## src/rtl/eag_pkg.sv

```systemverilog
package eag_pkg;
    localparam int TYPE_W   = 2;
    localparam int PRES_BIT = 0;
    localparam int WR_BIT   = 1;

    typedef enum logic [1:0] {
        SC_X1 = 2'd0,
        SC_X2 = 2'd1,
        SC_X4 = 2'd2,
        SC_X8 = 2'd3
    } scale_e;

    typedef logic [TYPE_W-1:0] seg_type_t;
endpackage

```

## src/rtl/eag_offset.sv

```systemverilog
module eag_offset #(
    parameter int OFS_W = 32
) (
    input  logic             base_en,
    input  logic [OFS_W-1:0] base_val,
    input  logic             idx_en,
    input  logic [OFS_W-1:0] idx_val,
    input  logic [1:0]       idx_scale,
    input  logic             disp_en,
    input  logic [OFS_W-1:0] disp_val,
    output logic [OFS_W-1:0] offset
);
    import eag_pkg::*;

    logic [OFS_W-1:0] base_term, idx_term, disp_term;

    always_comb begin
        base_term = base_en ? base_val : '0;
        disp_term = disp_en ? disp_val : '0;
        idx_term  = '0;
        if (idx_en) begin
            unique case (scale_e'(idx_scale))
                SC_X1: idx_term = idx_val;
                SC_X2: idx_term = idx_val << 1;
                SC_X4: idx_term = idx_val << 2;
                SC_X8: idx_term = idx_val << 3;
                default: idx_term = idx_val;
            endcase
        end
        // carries beyond OFS_W are dropped by the assignment width
        offset = base_term + idx_term + disp_term;
    end
endmodule

```

## src/rtl/eag_desc_table.sv

```systemverilog
module eag_desc_table #(
    parameter int NSEG   = 8,
    parameter int BASE_W = 32,
    parameter int OFS_W  = 32,
    localparam int SEL_W = $clog2(NSEG)
) (
    input  logic                 clk,
    input  logic                 rst_n,
    input  logic                 we,
    input  logic [SEL_W-1:0]     waddr,
    input  logic [BASE_W-1:0]    wbase,
    input  logic [OFS_W-1:0]     wlimit,
    input  eag_pkg::seg_type_t   wtype,
    input  logic [SEL_W-1:0]     raddr,
    output logic [BASE_W-1:0]    rbase,
    output logic [OFS_W-1:0]     rlimit,
    output eag_pkg::seg_type_t   rtype
);
    import eag_pkg::*;

    typedef struct packed {
        logic [BASE_W-1:0] base;
        logic [OFS_W-1:0]  limit;
        seg_type_t         kind;
    } desc_t;

    desc_t ent_q [NSEG];

    for (genvar g = 0; g < NSEG; g++) begin : g_ent
        desc_t ent_d;

        always_comb begin
            ent_d = ent_q[g];
            if (we && (waddr == SEL_W'(g))) begin
                ent_d.base  = wbase;
                ent_d.limit = wlimit;
                ent_d.kind  = wtype;
            end
        end

        always_ff @(posedge clk or negedge rst_n) begin
            if (!rst_n) begin
                ent_q[g].base  <= '0;
                ent_q[g].limit <= '1;
                ent_q[g].kind  <= 2'b11;
            end else begin
                ent_q[g] <= ent_d;
            end
        end

        // a write lands in exactly the addressed entry
        a_r11_entry_write: assert property (@(posedge clk) disable iff (!rst_n)
            (we && waddr == SEL_W'(g)) |=> (ent_q[g].base == $past(wbase)
                && ent_q[g].limit == $past(wlimit) && ent_q[g].kind == $past(wtype)));

        // other entries keep their contents
        a_r11_entry_hold: assert property (@(posedge clk) disable iff (!rst_n)
            !(we && waddr == SEL_W'(g)) |=> $stable(ent_q[g]));
    end

    always_comb begin
        rbase  = ent_q[raddr].base;
        rlimit = ent_q[raddr].limit;
        rtype  = ent_q[raddr].kind;
    end
endmodule

```

## src/rtl/eag_check.sv

```systemverilog
module eag_check #(
    parameter int OFS_W = 32
) (
    input  logic               is_write,
    input  logic [OFS_W-1:0]   offset,
    input  logic [OFS_W-1:0]   limit,
    input  eag_pkg::seg_type_t kind,
    output logic               fault
);
    import eag_pkg::*;

    logic over_limit, not_present, write_denied;

    always_comb begin
        over_limit   = offset > limit;
        not_present  = !kind[PRES_BIT];
        write_denied = is_write && !kind[WR_BIT];
        fault        = over_limit || not_present || write_denied;
    end
endmodule

```

## src/rtl/eag_top.sv

```systemverilog
module eag_top #(
    parameter int NSEG   = 8,
    parameter int BASE_W = 32,
    parameter int OFS_W  = 32,
    localparam int SEL_W = $clog2(NSEG)
) (
    input  logic              clk,
    input  logic              rst_n,
    input  logic              req_valid,
    input  logic              req_write,
    input  logic              base_en,
    input  logic [OFS_W-1:0]  base_val,
    input  logic              idx_en,
    input  logic [OFS_W-1:0]  idx_val,
    input  logic [1:0]        idx_scale,
    input  logic              disp_en,
    input  logic [OFS_W-1:0]  disp_val,
    input  logic [SEL_W-1:0]  seg_sel,
    input  logic              dt_we,
    input  logic [SEL_W-1:0]  dt_addr,
    input  logic [BASE_W-1:0] dt_base,
    input  logic [OFS_W-1:0]  dt_limit,
    input  logic [1:0]        dt_type,
    output logic              out_valid,
    output logic              out_fault,
    output logic [BASE_W-1:0] out_addr
);
    import eag_pkg::*;

    typedef struct packed {
        logic              valid;
        logic              fault;
        logic [BASE_W-1:0] addr;
    } res_t;

    res_t res_d, res_q;

    logic [OFS_W-1:0]  offset;
    logic [BASE_W-1:0] seg_base;
    logic [OFS_W-1:0]  seg_limit;
    seg_type_t         seg_kind;
    logic              fault;

    eag_offset #(.OFS_W(OFS_W)) u_ofs (
        .base_en  (base_en),
        .base_val (base_val),
        .idx_en   (idx_en),
        .idx_val  (idx_val),
        .idx_scale(idx_scale),
        .disp_en  (disp_en),
        .disp_val (disp_val),
        .offset   (offset)
    );

    eag_desc_table #(.NSEG(NSEG), .BASE_W(BASE_W), .OFS_W(OFS_W)) u_tbl (
        .clk   (clk),
        .rst_n (rst_n),
        .we    (dt_we),
        .waddr (dt_addr),
        .wbase (dt_base),
        .wlimit(dt_limit),
        .wtype (dt_type),
        .raddr (seg_sel),
        .rbase (seg_base),
        .rlimit(seg_limit),
        .rtype (seg_kind)
    );

    eag_check #(.OFS_W(OFS_W)) u_chk (
        .is_write(req_write),
        .offset  (offset),
        .limit   (seg_limit),
        .kind    (seg_kind),
        .fault   (fault)
    );

    always_comb begin
        res_d = '0;
        if (req_valid) begin
            if (fault) begin
                res_d.fault = 1'b1;
            end else begin
                res_d.valid = 1'b1;
                res_d.addr  = seg_base + BASE_W'(offset);
            end
        end
    end

    always_ff @(posedge clk or negedge rst_n) begin
        if (!rst_n) res_q <= '0;
        else        res_q <= res_d;
    end

    assign out_valid = res_q.valid;
    assign out_fault = res_q.fault;
    assign out_addr  = res_q.addr;

    // outcome is exclusive
    a_r9_exclusive: assert property (@(posedge clk) disable iff (!rst_n)
        !(out_valid && out_fault));

    // no address leaks on a fault
    a_r9_addr_zero: assert property (@(posedge clk) disable iff (!rst_n)
        out_fault |-> (out_addr == '0));

    // every request gets a result one clock later
    a_r8_one_cycle: assert property (@(posedge clk) disable iff (!rst_n)
        req_valid |=> (out_valid || out_fault));

    // no request, no result
    a_r8_idle_quiet: assert property (@(posedge clk) disable iff (!rst_n)
        !req_valid |=> (!out_valid && !out_fault && out_addr == '0));

    // an offset past the limit always faults
    a_r5_over_limit: assert property (@(posedge clk) disable iff (!rst_n)
        (req_valid && offset > seg_limit) |=> out_fault);

    // a non-present descriptor always faults
    a_r6_not_present: assert property (@(posedge clk) disable iff (!rst_n)
        (req_valid && !seg_kind[PRES_BIT]) |=> out_fault);
endmodule

```

## config.mk

```make
export PLATFORM = sky130hd
export DESIGN_NAME = eag_top
export DESIGN_NICKNAME = d
export VERILOG_FILES = /design/src/rtl/eag_pkg.sv /design/src/rtl/eag_offset.sv /design/src/rtl/eag_desc_table.sv /design/src/rtl/eag_check.sv /design/src/rtl/eag_top.sv
export SDC_FILE = /design/constraint.sdc
export NUM_CORES = 1
export LEC_CHECK = 0
export BUFFER_PORTS_ARGS = -buffer_cell sky130_fd_sc_hd__buf_2
export CORE_UTILIZATION = 30
export DETAILED_ROUTE_END_ITERATION = 7
export SYNTH_ARGS = -nofsm -noshare
export SYNTH_HDL_FRONTEND = slang
export SYNTH_SLANG_ARGS = --single-unit
export TNS_END_PERCENT = 5
```

## constraint.sdc

```tcl
create_clock -name clk -period 4.09 [get_ports clk]
set_input_delay 0 -clock clk [delete_from_list [all_inputs] [get_ports clk]]
set_output_delay 0 -clock clk [all_outputs]
set_load 0.01 [all_outputs]
```

# After elaboration in Yosys (flattened, before gate mapping)
# Index checks and enable logic that the tools add are counted.
# W data, S select, Z words.
# totals
latch_bits	0
reg_bits	562
ram_bits	0
output_inout_bits	34
memories	0
rom_bits	0
# op_classes
muxes	11
bitwise_logic	1
n_mul	0
order_cmp	2
eq_ne	10
n_div	0
shift	0
add_sub_neg	3
reduce_logical	15
# ops
op	count
$bmux W66 S3	1
$mux W66	2
$mux W32	4
$pmux W32 S4	1
$add A32 B32 Y32	3
$mux W34	1
$gt A32 B32 Y1	1
$eq A3 B3 Y1 const B	4
$logic_and A1 B1 Y1	9
$eq A3 B2 Y1 const B	2
$eq A2 B2 Y1 const B	2
$ge A4 B4 Y1 const B	1
$not A3 Y4	1
$eq A3 B1 Y1 const B	1
$logic_not A3 Y1	1
$eq A2 B1 Y1 const B	1
$logic_not A1 Y1	2
$logic_not A2 Y1	1
$logic_or A1 B1 Y1	2
$mux W1	2

# Depth between registers and ports, before layout
# depth
ltp_word	10
ltp_mapped	29
ltp_nobuf	27

# By module
# From an unflattened synthesis, not the netlist that was laid out.
# unflattened
hier_cells	2314
area_unflattened_um2	30999.7
# modules_own_cells
mod	area_per_inst_um2	cells_each	seq_area_each_um2	instances
eag_desc_table	23809.1	1355	13553.0	1
eag_offset	3547.2	517	0.0	1
eag_top	2813.9	329	850.8	1
eag_check	829.5	113	0.0	1

# Least setup slack after synthesis
# OpenSTA, ideal clock, no wires.
# synth_path
path_kind	input-to-reg
startpoint	in idx_scale[0]
endpoint	reg res_q (netlist bit out_addr[31])
t_arrival_ns	5.665
path_slack_ns	-1.703
path_stages	27
setup_time_ns	0.128
cell_sequence	clkbuf_1 buf_1 mux2_2 nand2_1 fa_1 inv_1 ha_1 fa_1 a211oi_1 o211ai_1 a31oi_1 o21bai_1 a21oi_1 o21ba_2 xnor2_1 ha_1 a21o_1 a21o_1 a21o_1 a21oi_1 o21ai_0 maj3_2 o21ai_2 o211ai_1 a311oi_2 xnor2_1 mux2_1
# synth_rtl
item	line_no	text
from (decl)	eag_top.sv:15	input logic [1:0] idx_scale,
to (signal assigned)	eag_top.sv:91	else res_q <= res_d;
to (decl)	eag_top.sv:36	res_t res_d, res_q;

==> results by stage <==
Clocking:
- The H-tree depth is 2.
- TritonCTS built the clock tree.
- Clock-pin slew was measured on the worst setup and hold paths at 0.07 ns.
- The number of sinks driven by the clock tree is 562.
- The clock passes through at most 3 buffers.
- In this run the clock root is driven by a sky130_fd_sc_hd__clkbuf_16.
- The clock latency of the later-clocked register in the worst-skew pair is 0.62 ns.
- The total clock buffers created by CTS is 60.

Placement:
- The placed wire-length estimate is 58,300 um.
- The worst setup slack after placement is -1.64 ns.
- The number of port buffers is 211.
- Once placement completed, the tool counted placed cells totaling 3,930.
- The final estimated routing congestion in global placement is 0.886.

Yosys:
- Dividing the synthesized area by the synthesized cell count gives 14.1 um2.
- After synthesis the netlist holds a flip-flop and latch count of 562.
- In the synthesized netlist the async set-or-reset flop fraction comes to 1.00.
- The mapped netlist covers 0.0304 mm2.
- The number of flops mapped to enable cells by yosys is 0.
- Yosys attributes the largest share of cell area to sky130_fd_sc_hd__dfrtp_1 24%, sky130_fd_sc_hd__dfstp_2 23%, sky130_fd_sc_hd__mux2_2 21%.
- Of the post-synthesis cell area, the dominant cell type holds 0.238.
- The most frequent cell after synthesis is sky130_fd_sc_hd__mux2_2.
- The commonest cells after synthesis are 565 x sky130_fd_sc_hd__mux2_2, 290 x sky130_fd_sc_hd__dfrtp_1, 272 x sky130_fd_sc_hd__dfstp_2.
- The Yosys step of the flow raised 0 warnings.
- Synthesis instantiated 85 different standard cells from the library.
- The number of cells produced by synthesis is 2,164.
- The sequential fraction of the synthesis area is 0.473.
- The largest total area in the synthesized netlist belongs to sky130_fd_sc_hd__dfrtp_1.
- The net count after synthesis is 2,462.
- The most used flip-flop cell after synthesis is sky130_fd_sc_hd__dfrtp_1.

Status:
- The final reports fail on setup timing.
- The flow ran to the end, but the final reports show violations.

Detailed routing:
- The number of DRC markers in iteration 0 is 828.
- The number of vias per cell is 4.85.
- The pre-antenna-repair detailed-routing pass consisted of 4 iterations.
- The detail route stage leaves a number of antenna-violating nets equal to 0.
- The remaining routing DRC violations is 0.
- Wires add up to 84,700 um.
- The routed wire length per instance is 20.5 um.
- The overall via count from detail_route is 20,100.

Worst setup path:
- The worst setup path is launched from an input port.
- The kind of end point of the critical path is a flop.
- The kind of cell with the highest combined delay on the critical path is compound AO/OA/AOI/OAI gates.
- For this run, the slowest stage of the critical path takes 0.58 ns.
- The worst endpoint required time is 4.60 ns.
- Counting both buffers and inverters, the worst setup path holds a total of 4.
- The arrival time at the worst endpoint is 5.38 ns.
- The biggest fanout along the worst timing path is 6.
- The logic depth of the worst setup path including buffers is 28.
- The worst setup path is of the input port to flop kind.
- The cell with the largest stage delay on the worst path is sky130_fd_sc_hd__fa_1.
- The count of cells along the worst register-to-register path is 14.

STA:
- Measured against its own limit, the worst slew margin works out to 0.494.
- The slew at the pin closest to its max-slew limit is 0.759 ns.
- The number of failing hold endpoints at the final stage is 0.
- Setup violations remaining at the end of the flow were counted as 34.
- The final count of pins violating max slew is 0.
- The final critical delay including setup and external delays is 4.87 ns.
- For this run, the top clock speed supported by timing is 0.205 GHz.
- Clock skew on the completed layout was measured at 0.0207 ns.
- The final worst-path cycle share is 1.19.
- Setup repair after global routing could not meet its margin everywhere.
- In the post-route analysis, the smallest setup slack over all paths is -0.780 ns.

Die:
- For this configuration, the core starts out at a cell density of 0.303.
- The die is 321 um wide.
- The area enclosed by the die boundary is 0.103 mm2.
- The core box area is 0.100 mm2.
- In this run the count of I/O pins placed on the die edge is 212.
- The number of rows in the core area is 116.
- The vertical die dimension is 321 um.

Global routing:
- The combined global-route utilization of all metal layers is 0.166.
- Entering global routing, the biggest net connects 94 pins.
- The number of antenna violations at the first check in global routing was 11.
- The via count of the first global-routing pass is 21,400.
- After global routing the overflow that remains totals 0.
- The global-route wire length before repair is 132,000 um.

Hold path:
- The tightest min-delay check is of the input port to asynchronous set/reset pin type.

Power:
- The maximum vdd drop is 0.323 mV.
- In this run the power density over the cells is 531 mW/mm2.
- The leakage power total is 16.8 nW.
- The completed layout was analyzed and its total power is 20.8 mW.

Finish:
- The number of standard cells in the final layout excluding fillers is 4,142.
- Of the cells placed in the final design, the portion with a size suffix greater than 1 is 0.642.
- The layout overhead on the synthesized area is 28.6%.
- The number of nets at the end of the flow is 3,033.

Run:
- The total of max-cap violations is 0.
registers in the layout (all words and copies together) (netlist names):
signal	count
out_fault	1
out_valid	1
out_addr	32
u_tbl.ent_q	528
power breakdown:
part	switching (mW)	internal [mW]	total, mW	leakage, nW
registers	0.584	7.23	7.81	6.39
clock network	2.25	3.26	5.51	1.00
logic	3.44	4.01	7.45	9.37
cell families after synthesis:
family	after synthesis	share of synthesized area
mux	759	0.336
flops	562	0.473
simple gates	278	0.0435
compound gates	195	0.0456
buf+inv	186	0.0239
fa+ha+maj	124	0.0589
xor+xnor	60	0.0185
per-layer routing:
| layer | global-route usage | routed length [um] | up-vias |
|---|---|---|---|
| met5 | 0 | 114 | - |
| met2 | 0.279 | 41700 | 294 |
| met3 | 0.0256 | 2890 | 102 |
| met1 | 0.225 | 38400 | 10500 |
| met4 | 0.0368 | 1680 | 18 |
| li1 | - | - | 9138 |
layout make-up:
cell class | count | area (um2)
diodes | 2 | 5.00
clock buffers | 89 | 1780
clock inverters | 21 | 231
fillers | 9376 | 61100
inverters | 71 | 267
multi-input cells | 1417 | 16000
flip-flops and latches | 562 | 14400
well taps | 1357 | 1700
repair buffers | 623 | 4720
path summary, 6_finish.rpt:
kind	startpoint	end	slack, ns
max	idx_scale[0]	out_addr[31]	-0.78
min	rst_n	u_tbl.ent_q[251]	0.08
max reg2reg	u_tbl.ent_q[34]	out_addr[30]	-0.33
min reg2reg	u_tbl.ent_q[114]	u_tbl.ent_q[114]	0.50
max in group asynchronous	rst_n	u_tbl.ent_q[487]	3.04
min in group clk	req_write	out_fault	0.10
what timing repair did:
action | in CTS | in global routing
hold buffers | 68 | 0
endpoints found under the hold margin | 688 | 0
cloned | 3 | 0
setup buffers | 27 | 4
pin swaps | 84 | 32
setup endpoints to repair | 34 | 34
resized for setup | 113 | 16
per-stage QoR:
| stage | hold WS, ns | instance area, um2 | TNS, ns | util |
|---|---|---|---|---|
| floorplan | -0.296 | 30600 | -30.54 | - |
| global route | 0.140 | 39200 | -29.96 | 0.390 |
| finish | 0.0815 | 39200 | -19.81 | 0.390 |
| CTS | 0.0604 | 39000 | -16.96 | 0.389 |
| detailed placement | 0.110 | 35500 | -49.24 | 0.354 |
| global placement | 0.106 | 35500 | -45.56 | 0.354 |
placed cells by master (no fill, tap or decap), drive strengths merged, types with 12 or more instances in the layout:
cell type	count
mux2	567
buf	555
dfrtp	290
dfstp	272
mux4	154
nand2	121
clkbuf	89
ha	87
inv	76
dlygate4sd3	68
a21oi	64
nor2	56
mux2i	38
xnor2	38
fa	33
o21ai	30
xor2	21
a21o	20
and2	17
nand3	17
nor3	13
o211ai	12
clkinv	12
(Power assumes the default switching activity.)
